**config.mk**
```make
export PLATFORM = sky130hd
export DESIGN_NAME = vga_upscale_scanout
export DESIGN_NICKNAME = d
export VERILOG_FILES = /design/src/rtl/vgs_pkg.sv /design/src/rtl/vgs_raster_timer.sv /design/src/rtl/vgs_fetch_addr.sv /design/src/rtl/vgs_pixel_out.sv /design/src/rtl/vgs_frame_pacer.sv /design/src/rtl/vga_upscale_scanout.sv
export SDC_FILE = /design/constraint.sdc
export NUM_CORES = 1
export LEC_CHECK = 0
export BUFFER_PORTS_ARGS = -buffer_cell sky130_fd_sc_hd__buf_2
export CAP_MARGIN = 0
export CORE_MARGIN = 4
export CORE_UTILIZATION = 35
export CTS_CLUSTER_SIZE = 10
export DETAILED_ROUTE_END_ITERATION = 8
export PLACE_DENSITY = 0.62
export SLEW_MARGIN = 20
export SYNTH_ARGS = -nofsm -noshare
export SYNTH_HDL_FRONTEND = slang
export SYNTH_HIERARCHICAL = 1
export SYNTH_SLANG_ARGS = --single-unit
```
**constraint.sdc**
```tcl
create_clock -name clk -period 2.56 [get_ports clk]
set_clock_uncertainty 0.2 [all_clocks]
set_input_delay 0.512 -clock clk [delete_from_list [all_inputs] [get_ports clk]]
set_output_delay 0.512 -clock clk [all_outputs]
set_load 0.005 [all_outputs]
```
**src/rtl/vgs_pkg.sv**
```systemverilog
package vgs_pkg;

    // Default raster: 1024x768 at 60 Hz, 65 MHz nominal pixel enable.
    localparam int DEF_H_ACTIVE   = 1024;
    localparam int DEF_H_FP       = 24;
    localparam int DEF_H_SYNC     = 136;
    localparam int DEF_H_BP       = 160;
    localparam int DEF_V_ACTIVE   = 768;
    localparam int DEF_V_FP       = 3;
    localparam int DEF_V_SYNC     = 6;
    localparam int DEF_V_BP       = 29;

    // Default image store: 256 columns by 128 rows, each shown 4x4.
    localparam int DEF_FB_XW      = 8;
    localparam int DEF_FB_YW      = 7;
    localparam int DEF_SCALE_LOG2 = 2;

    localparam int PIX_W          = 12;

    typedef struct packed {
        logic [3:0] red;
        logic [3:0] grn;
        logic [3:0] blu;
    } rgb12_t;

    // Per-position control carried down the fetch pipeline.
    typedef struct packed {
        logic vis;   // inside the visible raster
        logic win;   // inside the upscaled image window
        logic hs_n;
        logic vs_n;
    } scan_ctl_t;

    localparam scan_ctl_t CTL_IDLE = '{vis: 1'b0, win: 1'b0, hs_n: 1'b1, vs_n: 1'b1};

    localparam rgb12_t RGB_BLACK = '{red: 4'h0, grn: 4'h0, blu: 4'h0};

    function automatic rgb12_t word_to_rgb(input logic [PIX_W-1:0] w);
        rgb12_t c;
        c.red = w[11:8];
        c.grn = w[7:4];
        c.blu = w[3:0];
        return c;
    endfunction

    function automatic logic in_span(input int unsigned pos,
                                     input int unsigned lo,
                                     input int unsigned len);
        return (pos >= lo) && (pos < lo + len);
    endfunction

endpackage

```
**src/rtl/vgs_raster_timer.sv**
```systemverilog
module vgs_raster_timer
    import vgs_pkg::*;
#(
    parameter int H_ACTIVE = DEF_H_ACTIVE,
    parameter int H_FP     = DEF_H_FP,
    parameter int H_SYNC   = DEF_H_SYNC,
    parameter int H_BP     = DEF_H_BP,
    parameter int V_ACTIVE = DEF_V_ACTIVE,
    parameter int V_FP     = DEF_V_FP,
    parameter int V_SYNC   = DEF_V_SYNC,
    parameter int V_BP     = DEF_V_BP,
    parameter int HCW      = 11,
    parameter int VCW      = 10
) (
    input  logic           clk,
    input  logic           rst,
    input  logic           ce,
    output logic [HCW-1:0] h_cnt,
    output logic [VCW-1:0] v_cnt,
    output logic           vis,
    output logic           hs_n,
    output logic           vs_n,
    output logic           enter_vblank
);

    localparam int unsigned H_TOTAL  = H_ACTIVE + H_FP + H_SYNC + H_BP;
    localparam int unsigned V_TOTAL  = V_ACTIVE + V_FP + V_SYNC + V_BP;
    localparam int unsigned HS_START = H_ACTIVE + H_FP;
    localparam int unsigned VS_START = V_ACTIVE + V_FP;

    localparam logic [HCW-1:0] H_LAST      = HCW'(H_TOTAL - 1);
    localparam logic [VCW-1:0] V_LAST      = VCW'(V_TOTAL - 1);
    localparam logic [VCW-1:0] V_PRE_BLANK = VCW'(V_ACTIVE - 1);

    logic end_of_line;

    assign end_of_line = (h_cnt == H_LAST);

    always_ff @(posedge clk) begin
        if (rst) begin
            h_cnt <= '0;
            v_cnt <= '0;
        end else if (ce) begin
            if (end_of_line) begin
                h_cnt <= '0;
                v_cnt <= (v_cnt == V_LAST) ? '0 : v_cnt + 1'b1;
            end else begin
                h_cnt <= h_cnt + 1'b1;
            end
        end
    end

    always_comb begin
        vis  = (32'(h_cnt) < H_ACTIVE) && (32'(v_cnt) < V_ACTIVE);
        hs_n = !in_span(32'(h_cnt), HS_START, H_SYNC);
        vs_n = !in_span(32'(v_cnt), VS_START, V_SYNC);
    end

    // The enabled edge that moves the scan onto the first blanking line.
    assign enter_vblank = ce && end_of_line && (v_cnt == V_PRE_BLANK);

endmodule

```
**src/rtl/vgs_fetch_addr.sv**
```systemverilog
module vgs_fetch_addr
    import vgs_pkg::*;
#(
    parameter int FB_XW      = DEF_FB_XW,
    parameter int FB_YW      = DEF_FB_YW,
    parameter int SCALE_LOG2 = DEF_SCALE_LOG2,
    parameter int H_ACTIVE   = DEF_H_ACTIVE,
    parameter int V_ACTIVE   = DEF_V_ACTIVE,
    parameter int HCW        = 11,
    parameter int VCW        = 10
) (
    input  logic [HCW-1:0]         h_cnt,
    input  logic [VCW-1:0]         v_cnt,
    output logic [FB_XW+FB_YW-1:0] fb_addr,
    output logic                   in_win
);

    localparam int unsigned WIN_W = 1 << (FB_XW + SCALE_LOG2);
    localparam int unsigned WIN_H = 1 << (FB_YW + SCALE_LOG2);

    logic x_ok;
    logic y_ok;

    // Power-of-two replication: dropping the low bits of each counter
    // repeats every stored pixel over a square block of display pixels.
    assign fb_addr = {v_cnt[SCALE_LOG2 +: FB_YW], h_cnt[SCALE_LOG2 +: FB_XW]};

    generate
        if (WIN_W >= H_ACTIVE) begin : g_x_full
            assign x_ok = 1'b1;
        end else begin : g_x_clip
            assign x_ok = (32'(h_cnt) < WIN_W);
        end

        if (WIN_H >= V_ACTIVE) begin : g_y_full
            assign y_ok = 1'b1;
        end else begin : g_y_clip
            assign y_ok = (32'(v_cnt) < WIN_H);
        end
    endgenerate

    assign in_win = x_ok && y_ok;

endmodule

```
**src/rtl/vgs_pixel_out.sv**
```systemverilog
module vgs_pixel_out
    import vgs_pkg::*;
#(
    parameter int FETCH_LAT = 1
) (
    input  logic             clk,
    input  logic             rst,
    input  logic             ce,
    input  scan_ctl_t        ctl_now,
    input  logic [PIX_W-1:0] fb_data,
    output rgb12_t           pix,
    output logic             hs_n,
    output logic             vs_n
);

    // Control for each position waits here while its pixel word is read.
    scan_ctl_t pipe [FETCH_LAT];
    scan_ctl_t lead;

    always_ff @(posedge clk) begin
        if (rst) begin
            for (int i = 0; i < FETCH_LAT; i++) begin
                pipe[i] <= CTL_IDLE;
            end
        end else if (ce) begin
            pipe[0] <= ctl_now;
            for (int i = 1; i < FETCH_LAT; i++) begin
                pipe[i] <= pipe[i-1];
            end
        end
    end

    assign lead = pipe[FETCH_LAT-1];

    always_ff @(posedge clk) begin
        if (rst) begin
            pix  <= RGB_BLACK;
            hs_n <= 1'b1;
            vs_n <= 1'b1;
        end else if (ce) begin
            hs_n <= lead.hs_n;
            vs_n <= lead.vs_n;
            pix  <= (lead.vis && lead.win) ? word_to_rgb(fb_data) : RGB_BLACK;
        end
    end

endmodule

```
**src/rtl/vgs_frame_pacer.sv**
```systemverilog
module vgs_frame_pacer #(
    parameter int RATE_DIV = 2
) (
    input  logic clk,
    input  logic rst,
    input  logic enter_vblank,
    output logic frame_tick
);

    generate
        if (RATE_DIV <= 1) begin : g_every
            always_ff @(posedge clk) begin
                if (rst) frame_tick <= 1'b0;
                else     frame_tick <= enter_vblank;
            end
        end else begin : g_divide
            localparam int CW = $clog2(RATE_DIV);
            localparam logic [CW-1:0] PH_LAST = CW'(RATE_DIV - 1);

            logic [CW-1:0] phase;

            always_ff @(posedge clk) begin
                if (rst) begin
                    phase      <= '0;
                    frame_tick <= 1'b0;
                end else begin
                    frame_tick <= 1'b0;
                    if (enter_vblank) begin
                        if (phase == PH_LAST) begin
                            phase      <= '0;
                            frame_tick <= 1'b1;
                        end else begin
                            phase <= phase + 1'b1;
                        end
                    end
                end
            end
        end
    endgenerate

endmodule

```
**src/rtl/vga_upscale_scanout.sv**
```systemverilog
module vga_upscale_scanout
    import vgs_pkg::*;
#(
    parameter int H_ACTIVE   = DEF_H_ACTIVE,
    parameter int H_FP       = DEF_H_FP,
    parameter int H_SYNC     = DEF_H_SYNC,
    parameter int H_BP       = DEF_H_BP,
    parameter int V_ACTIVE   = DEF_V_ACTIVE,
    parameter int V_FP       = DEF_V_FP,
    parameter int V_SYNC     = DEF_V_SYNC,
    parameter int V_BP       = DEF_V_BP,
    parameter int FB_XW      = DEF_FB_XW,
    parameter int FB_YW      = DEF_FB_YW,
    parameter int SCALE_LOG2 = DEF_SCALE_LOG2,
    parameter int FETCH_LAT  = 1,
    parameter int RATE_DIV   = 2
) (
    input  logic                   clk,
    input  logic                   rst,
    input  logic                   pix_ce,
    output logic [FB_XW+FB_YW-1:0] fb_addr,
    input  logic [11:0]            fb_data,
    output logic [3:0]             vga_red,
    output logic [3:0]             vga_grn,
    output logic [3:0]             vga_blu,
    output logic                   vga_hs_n,
    output logic                   vga_vs_n,
    output logic                   frame_tick
);

    localparam int H_TOTAL = H_ACTIVE + H_FP + H_SYNC + H_BP;
    localparam int V_TOTAL = V_ACTIVE + V_FP + V_SYNC + V_BP;
    localparam int HCW     = $clog2(H_TOTAL);
    localparam int VCW     = $clog2(V_TOTAL);

    logic [HCW-1:0] h_cnt;
    logic [VCW-1:0] v_cnt;
    logic           ras_vis;
    logic           ras_hs_n;
    logic           ras_vs_n;
    logic           enter_vblank;
    logic           in_win;
    scan_ctl_t      ctl_now;
    rgb12_t         pix;

    vgs_raster_timer #(
        .H_ACTIVE (H_ACTIVE),
        .H_FP     (H_FP),
        .H_SYNC   (H_SYNC),
        .H_BP     (H_BP),
        .V_ACTIVE (V_ACTIVE),
        .V_FP     (V_FP),
        .V_SYNC   (V_SYNC),
        .V_BP     (V_BP),
        .HCW      (HCW),
        .VCW      (VCW)
    ) u_timer (
        .clk          (clk),
        .rst          (rst),
        .ce           (pix_ce),
        .h_cnt        (h_cnt),
        .v_cnt        (v_cnt),
        .vis          (ras_vis),
        .hs_n         (ras_hs_n),
        .vs_n         (ras_vs_n),
        .enter_vblank (enter_vblank)
    );

    vgs_fetch_addr #(
        .FB_XW      (FB_XW),
        .FB_YW      (FB_YW),
        .SCALE_LOG2 (SCALE_LOG2),
        .H_ACTIVE   (H_ACTIVE),
        .V_ACTIVE   (V_ACTIVE),
        .HCW        (HCW),
        .VCW        (VCW)
    ) u_fetch (
        .h_cnt   (h_cnt),
        .v_cnt   (v_cnt),
        .fb_addr (fb_addr),
        .in_win  (in_win)
    );

    assign ctl_now = '{vis: ras_vis, win: in_win, hs_n: ras_hs_n, vs_n: ras_vs_n};

    vgs_pixel_out #(
        .FETCH_LAT (FETCH_LAT)
    ) u_out (
        .clk     (clk),
        .rst     (rst),
        .ce      (pix_ce),
        .ctl_now (ctl_now),
        .fb_data (fb_data),
        .pix     (pix),
        .hs_n    (vga_hs_n),
        .vs_n    (vga_vs_n)
    );

    vgs_frame_pacer #(
        .RATE_DIV (RATE_DIV)
    ) u_pacer (
        .clk          (clk),
        .rst          (rst),
        .enter_vblank (enter_vblank),
        .frame_tick   (frame_tick)
    );

    assign vga_red = pix.red;
    assign vga_grn = pix.grn;
    assign vga_blu = pix.blu;

endmodule

```
== Word level (Yosys, flattened, before mapping) ==
Memories as Yosys holds them, arrays and structs flattened.
Cells that the tools add are included.

* Bitwise logic cells: 1
* Equality and inequality tests: 3
* Reductions and logical operators: 11
* Muxes and demuxes: 12
* Add/subtract/negate cells: 3
* Magnitude comparators: 7

{| class="wikitable"
|+ Operators by type and width
! operator !! count
|-
| 10-bit < comparator (second input constant) || 3
|-
| 11-bit < comparator (second input constant) || 2
|-
| 10-bit == test (second input constant) || 2
|-
| 12-bit two-way mux || 1
|-
| 11-bit by 1-bit adder with 11-bit output (second input constant) || 1
|-
| 11-bit == test (second input constant) || 1
|-
| 11-bit >= comparator (second input constant) || 1
|-
| 11-bit two-way mux || 1
|-
| 10-bit by 1-bit adder with 10-bit output (second input constant) || 1
|-
| 10-bit >= comparator (second input constant) || 1
|-
| 10-bit two-way mux || 1
|-
| 1-bit two-way mux || 8
|-
| 1-bit logical AND || 6
|-
| 4-bit two-way mux || 1
|-
| 4-bit OR reduction || 1
|-
| 1-bit logical NOT || 2
|-
| 2-bit AND reduction || 1
|-
| 2-bit OR reduction || 1
|-
| 1-bit adder (second input constant) || 1
|-
| 1-bit inverter || 1
|}

* Logic and storage cells: 47
* RAM bits: 4
* Register bits after elaboration: 37
* Memories: 1
* Input bits: 15
* Output and inout port bits: 30

{| class="wikitable"
|+ Memories
! name !! depth !! bits a word !! rd ports !! clocked after memory_dff !! wr ports !! RTL line !! source
|-
| u_out.pipe || 1 || 4 || 1 || 0 || 1 || vgs_pixel_out.sv:17 || <nowiki>scan_ctl_t pipe [FETCH_LAT];</nowiki>
|}

== Longest topological paths before layout ==
* Depth in word-level cells: 5
* Gate-level depth with buffers: 7
* Gate-level depth less buffers: 6

== Modules after synthesis ==
Netlist, hierarchy kept.

{| class="wikitable"
|+ By module, submodules not included
! module !! seq. area each (sq um) !! instances !! cells an instance !! area each (sq um)
|-
| vgs_raster_timer || 420.4 || 1 || 153 || 1,265.0
|-
| vgs_pixel_out || 400.4 || 1 || 70 || 729.4
|-
| vgs_fetch_addr || 0.0 || 1 || 16 || 116.4
|-
| vgs_frame_pacer || 40.0 || 1 || 6 || 60.1
|}

== Worst setup path after synthesis ==
OpenSTA, ideal clock, no wires.

* Path type: input-to-reg
* Start: in pix_ce
* End: reg u_pacer.g_divide.phase
* Cell stages on the path: 6
* Arrival time: 1.539 ns
* Data required time: 2.245 ns
* Library setup time: 0.115 ns
* Path slack: 0.706 ns
* Path buffers: 1
* Path through: and3_1 > buf_2 > nand4_2 > nor4_1 > xnor2_1 > nor2_1

* Cells in the longest elaborated chain, start to end: 2

{| class="wikitable"
|+ Ends and longest elaborated chain
! item !! RTL line !! source
|-
| start, declared || vga_upscale_scanout.sv:20 || <nowiki>input logic pix_ce,</nowiki>
|-
| 1-bit logical AND (2 in series) || vgs_raster_timer.sv:60 || <nowiki>assign enter_vblank = ce && end_of_line && (v_cnt == V_PRE_BLANK);</nowiki>
|-
| via enter_vblank || vga_upscale_scanout.sv:41 || <nowiki>logic enter_vblank;</nowiki>
|-
| end signal, assigned || vgs_frame_pacer.sv:33 || <nowiki>phase <= phase + 1'b1;</nowiki>
|-
| end, declared || vgs_frame_pacer.sv:20 || <nowiki>logic [CW-1:0] phase;</nowiki>
|}

The timed path passes the listed nets, and every way through them passes these cells.
A chain may end at the register's enable or synchronous reset.

== Worst setup path after layout ==
* Start: reg u_timer.h_cnt[1]
* End: reg u_pacer.g_divide.phase

* Cells in the longest elaborated chain, start to end: 3

{| class="wikitable"
|+ Ends and longest elaborated chain
! item !! RTL line !! source
|-
| start, declared || vgs_raster_timer.sv:18 || <nowiki>output logic [HCW-1:0] h_cnt,</nowiki>
|-
| start signal, assigned || vgs_raster_timer.sv:48 || <nowiki>h_cnt <= h_cnt + 1'b1;</nowiki>
|-
| 11-bit == test || vgs_raster_timer.sv:37 || <nowiki>assign end_of_line = (h_cnt == H_LAST);</nowiki>
|-
| 1-bit logical AND (2 in series) || vgs_raster_timer.sv:60 ||
|-
| via enter_vblank || vga_upscale_scanout.sv:41 ||
|}

The timed path passes the listed nets, and every way through them passes these cells.

==> results.toml <==
[min_path]
min_delay_path_depth = 2
holdCritPathClass = "reg -> reg"
hp-start = "u_pacer/g_divide.phase"
whs_endpoint = "u_pacer/frame_tick"

[cts]
clock_path_buffers = 2
clkLatencyLatePin_ps = 290
cts-root-buf = "clkbuf_8"
cts_resized = 0
cts_hold_buf = 0
cts_sinks = 41
cts_tree = "built"
ctsHtreeMaxLevel = 2
cts_made_buffers = 5
cts_setup_buffers = 0
clkSlewWorstSetupHoldPaths_ps = 80

[layout]
final_cell_mix = "buf_2 (44), dfxtp_1 (37), a21oi_1 (25)"
final_common_cell = "buf_2"
diodes = 0
nets = 287
drive_gt1_share_pct = 23.9
fin_area_sq_mm = 0.00236
area_growth_pct = 8.53

[outcome]
status = "complete, no violations"

[power]
ir_drop_mv = 0.268
switching_share_pct = 23.5
leakage_uw = 0.000892
power.share.clock_pct = 36.1
switching_power_uw = 268
p_int_uw = 872
pwr-share-seq_pct = 58.7
power_uw = 1140
p_comb_share_pct = 5.1
power_density_mw_per_mm2 = 484

[floorplan]
die_area_sq_mm = 0.00753
initial_core_util_pct = 36.4
core_region_area_sq_mm = 0.00596
fp.dieH_microns = 86.8
num_rows = 28
dieWidth_microns = 86.8
pin_count = 45

[worst_setup_path]
crit_fanout = 9
crit_path_start_kind = "register"
slowest_stage = "nor4_1"
r2r_slack_ps = 390
cp.depth = 6
max_stage_delay_ps = 460
crit_required_ps = 2530
path_class = "reg -> reg"
timing.rr.start = "u_timer/h_cnt[1]"
cp_num_buf_inv = 0
r2r_end = "u_pacer/g_divide.phase"
cp.arrival_ps = 2140
crit_family = "simple AND/OR/NAND/NOR gates"
worstPathCellList = "ha_1 > and3_1 > nand4_2 > nor4_1 > xnor2_1 > nor2_1"
cp-end-kind = "register"
worstRegToRegCells = 6

[synthesis]
synth_compound_gate_area_share_pct = 13.0
synth-xor-area-share_pct = 2.82
synth_top_family_by_area = "simple AND/OR/NAND/NOR gates"
synth_sequential_area_ratio_pct = 39.7
synth_area_sq_mm = 0.00217
synthAdderAreaFrac_pct = 2.88
synthSimpleGateAreaFrac_pct = 27.3
synthMuxAreaShare_pct = 0.980
syn_inst = 245
ys_ff_latch = 41
syn-num-nets = 265
avgSynthCellArea_sq_um = 8.86
ys_warn_count = 6
synth.distinct_cells = 44

[sta]
fin_hold_ws_ps = 248
min_period_over_period_pct = 84.8
slew_headroom_pct = 69.5
maxSlewViolCount = 0
rsz0062_at_grt = "false"
setup_viol = 0
setup-tns-final_ps = 0
hold_violations = 0
worst_pin_slew_ps = 457
fmax_ghz = 0.460
min_period_ps = 2170

[place]
gp_congestion = 0.778
hpwl_mm = 3.06
numPortBuffers = 44
postPlaceCellArea_sq_mm = 0.00227

[drt]
drtPass1Iterations = 4
drt_wl_total_mm = 4.40
drc = 0
wl_per_cell_microns = 12.8
drt-initial-drc-count = 75
ant_nets = 0
num_vias = 1760
viasPerCell = 5.13

[grt]
grt_pass1_vias = 1587
antenna_found_initial = 0
grt_overflow_total = 0
grt_max_degree = 36
grt_use_total_pct = 12.0
grt_first_pass_wirelength_mm = 7.24

[flow_run]
maxCapViolCount = 0
==> layer usage <==
| metal | wire (microns) | share of wire [%] | global-route usage [%] | vias to the layer above |
|---|---|---|---|---|
| met1 | 2020 | 46 | 15.1 | 811 |
| li1 | - | - | - | 893 |
| met5 | 0 | 0 | 0 | - |
| met4 | 84 | 1.9 | 5.10 | 0 |
| met2 | 1920 | 44 | 18.2 | 50 |
| met3 | 374 | 8.5 | 4.66 | 6 |
==> synth_stat cells (all sizes together) <==
library cell | n | area, sq um
and4 | 2 | 20.0
inv | 14 | 52.6
and4bb | 1 | 16.3
o32ai | 6 | 52.6
and3 | 4 | 26.3
a21boi | 1 | 7.51
nand2b | 15 | 93.8
nor3b | 1 | 7.51
o21ai | 2 | 10.0
mux2i | 1 | 10.0
a31oi | 1 | 21.3
o22ai | 2 | 12.5
and2 | 4 | 26.3
or2 | 1 | 6.26
nor4 | 1 | 6.26
nor2 | 8 | 30.0
nand2 | 14 | 52.6
dfxtp | 37 | 741
or3 | 8 | 50.1
nor2b | 4 | 25.0
buf | 28 | 223
xor2 | 3 | 26.3
nand3 | 9 | 45.0
nor3 | 9 | 45.0
mux2 | 1 | 11.3
xnor2 | 4 | 35.0
a211o | 2 | 17.5
ha | 5 | 62.6
a21oi | 25 | 125
and4b | 1 | 10.0
a311oi | 2 | 23.8
a41o | 1 | 11.3
nand3b | 1 | 7.51
edfxtp | 4 | 120
clkbuf | 4 | 15.0
nand4 | 19 | 125
==> worst register-to-register path, cell delays in order (launching register included) <==
cell and delay (ps):
dfxtp_1 360, ha_1 190, and3_1 310, nand4_2 300, nor4_1 460, xnor2_1 180, nor2_1 50
==> power groups by stage <==
| stage | combinational, uW | clock (uW) | sequential [uW] |
|---|---|---|---|
| 2_1_floorplan | 44.4 | 0 | 678 |
| 6_report | 58.4 | 412 | 670 |
| 3_3_place_gp | 58.9 | 0 | 684 |
| 5_1_grt | 66.3 | 452 | 672 |
| 3_5_place_dp | 58.5 | 0 | 685 |
| 4_1_cts | 59.0 | 433 | 670 |
==> cell families (layout without fill, tap and decap cells) <==
family,Yosys count,after routing
fa+ha+maj,5,5
xor+xnor,7,7
flops,41,41
compound gates,42,42
simple gates,102,102
mux,2,2
buf+inv,46,69
==> worst max-delay path by stage <==
stage / endpoint / slack [ps] / start
5_1_grt: u_pacer/g_divide.phase / 260 / u_timer/h_cnt[1]
3_5_place_dp: u_pacer/g_divide.phase / 350 / pix_ce
6_report: u_pacer/g_divide.phase / 390 / u_timer/h_cnt[1]
2_1_floorplan: u_pacer/g_divide.phase / 710 / pix_ce
4_1_cts: u_pacer/g_divide.phase / 370 / u_timer/h_cnt[0]
3_3_place_gp: u_pacer/g_divide.phase / 390 / pix_ce
==> cell type report <==
class | count | area (sq um)
Inverter | 14 | 52.6
Timing Repair Buffer | 47 | 243
Tap cell | 75 | 93.8
Fill cell | 602 | 3600
Clock buffer | 5 | 68.8
Clock inverter | 3 | 17.5
Sequential cell | 41 | 861
Multi-Input combinational cell | 158 | 1020
==> through the flow <==
| step | cells | util, % | setup WS, ps |
|---|---|---|---|
| final | 343 | 39.6 | 388 |
| after global routing | 343 | 39.6 | 259 |
| after detailed placement | 335 | 38.1 | 353 |
| after global placement | 335 | 38.1 | 394 |
| after CTS | 343 | 39.6 | 370 |
| after floorplan | 245 | - | 706 |
==> flip-flops by register name, indices dropped and copies added, names as in the netlist <==
signal,cells
u_pacer/g_divide.phase,1
u_timer/v_cnt,10
u_out/pix,12
u_out/vs_n,1
u_timer/h_cnt,11
u_pacer/frame_tick,1
u_out/pipe,4
u_out/hs_n,1
(Power assumes the default switching activity.)
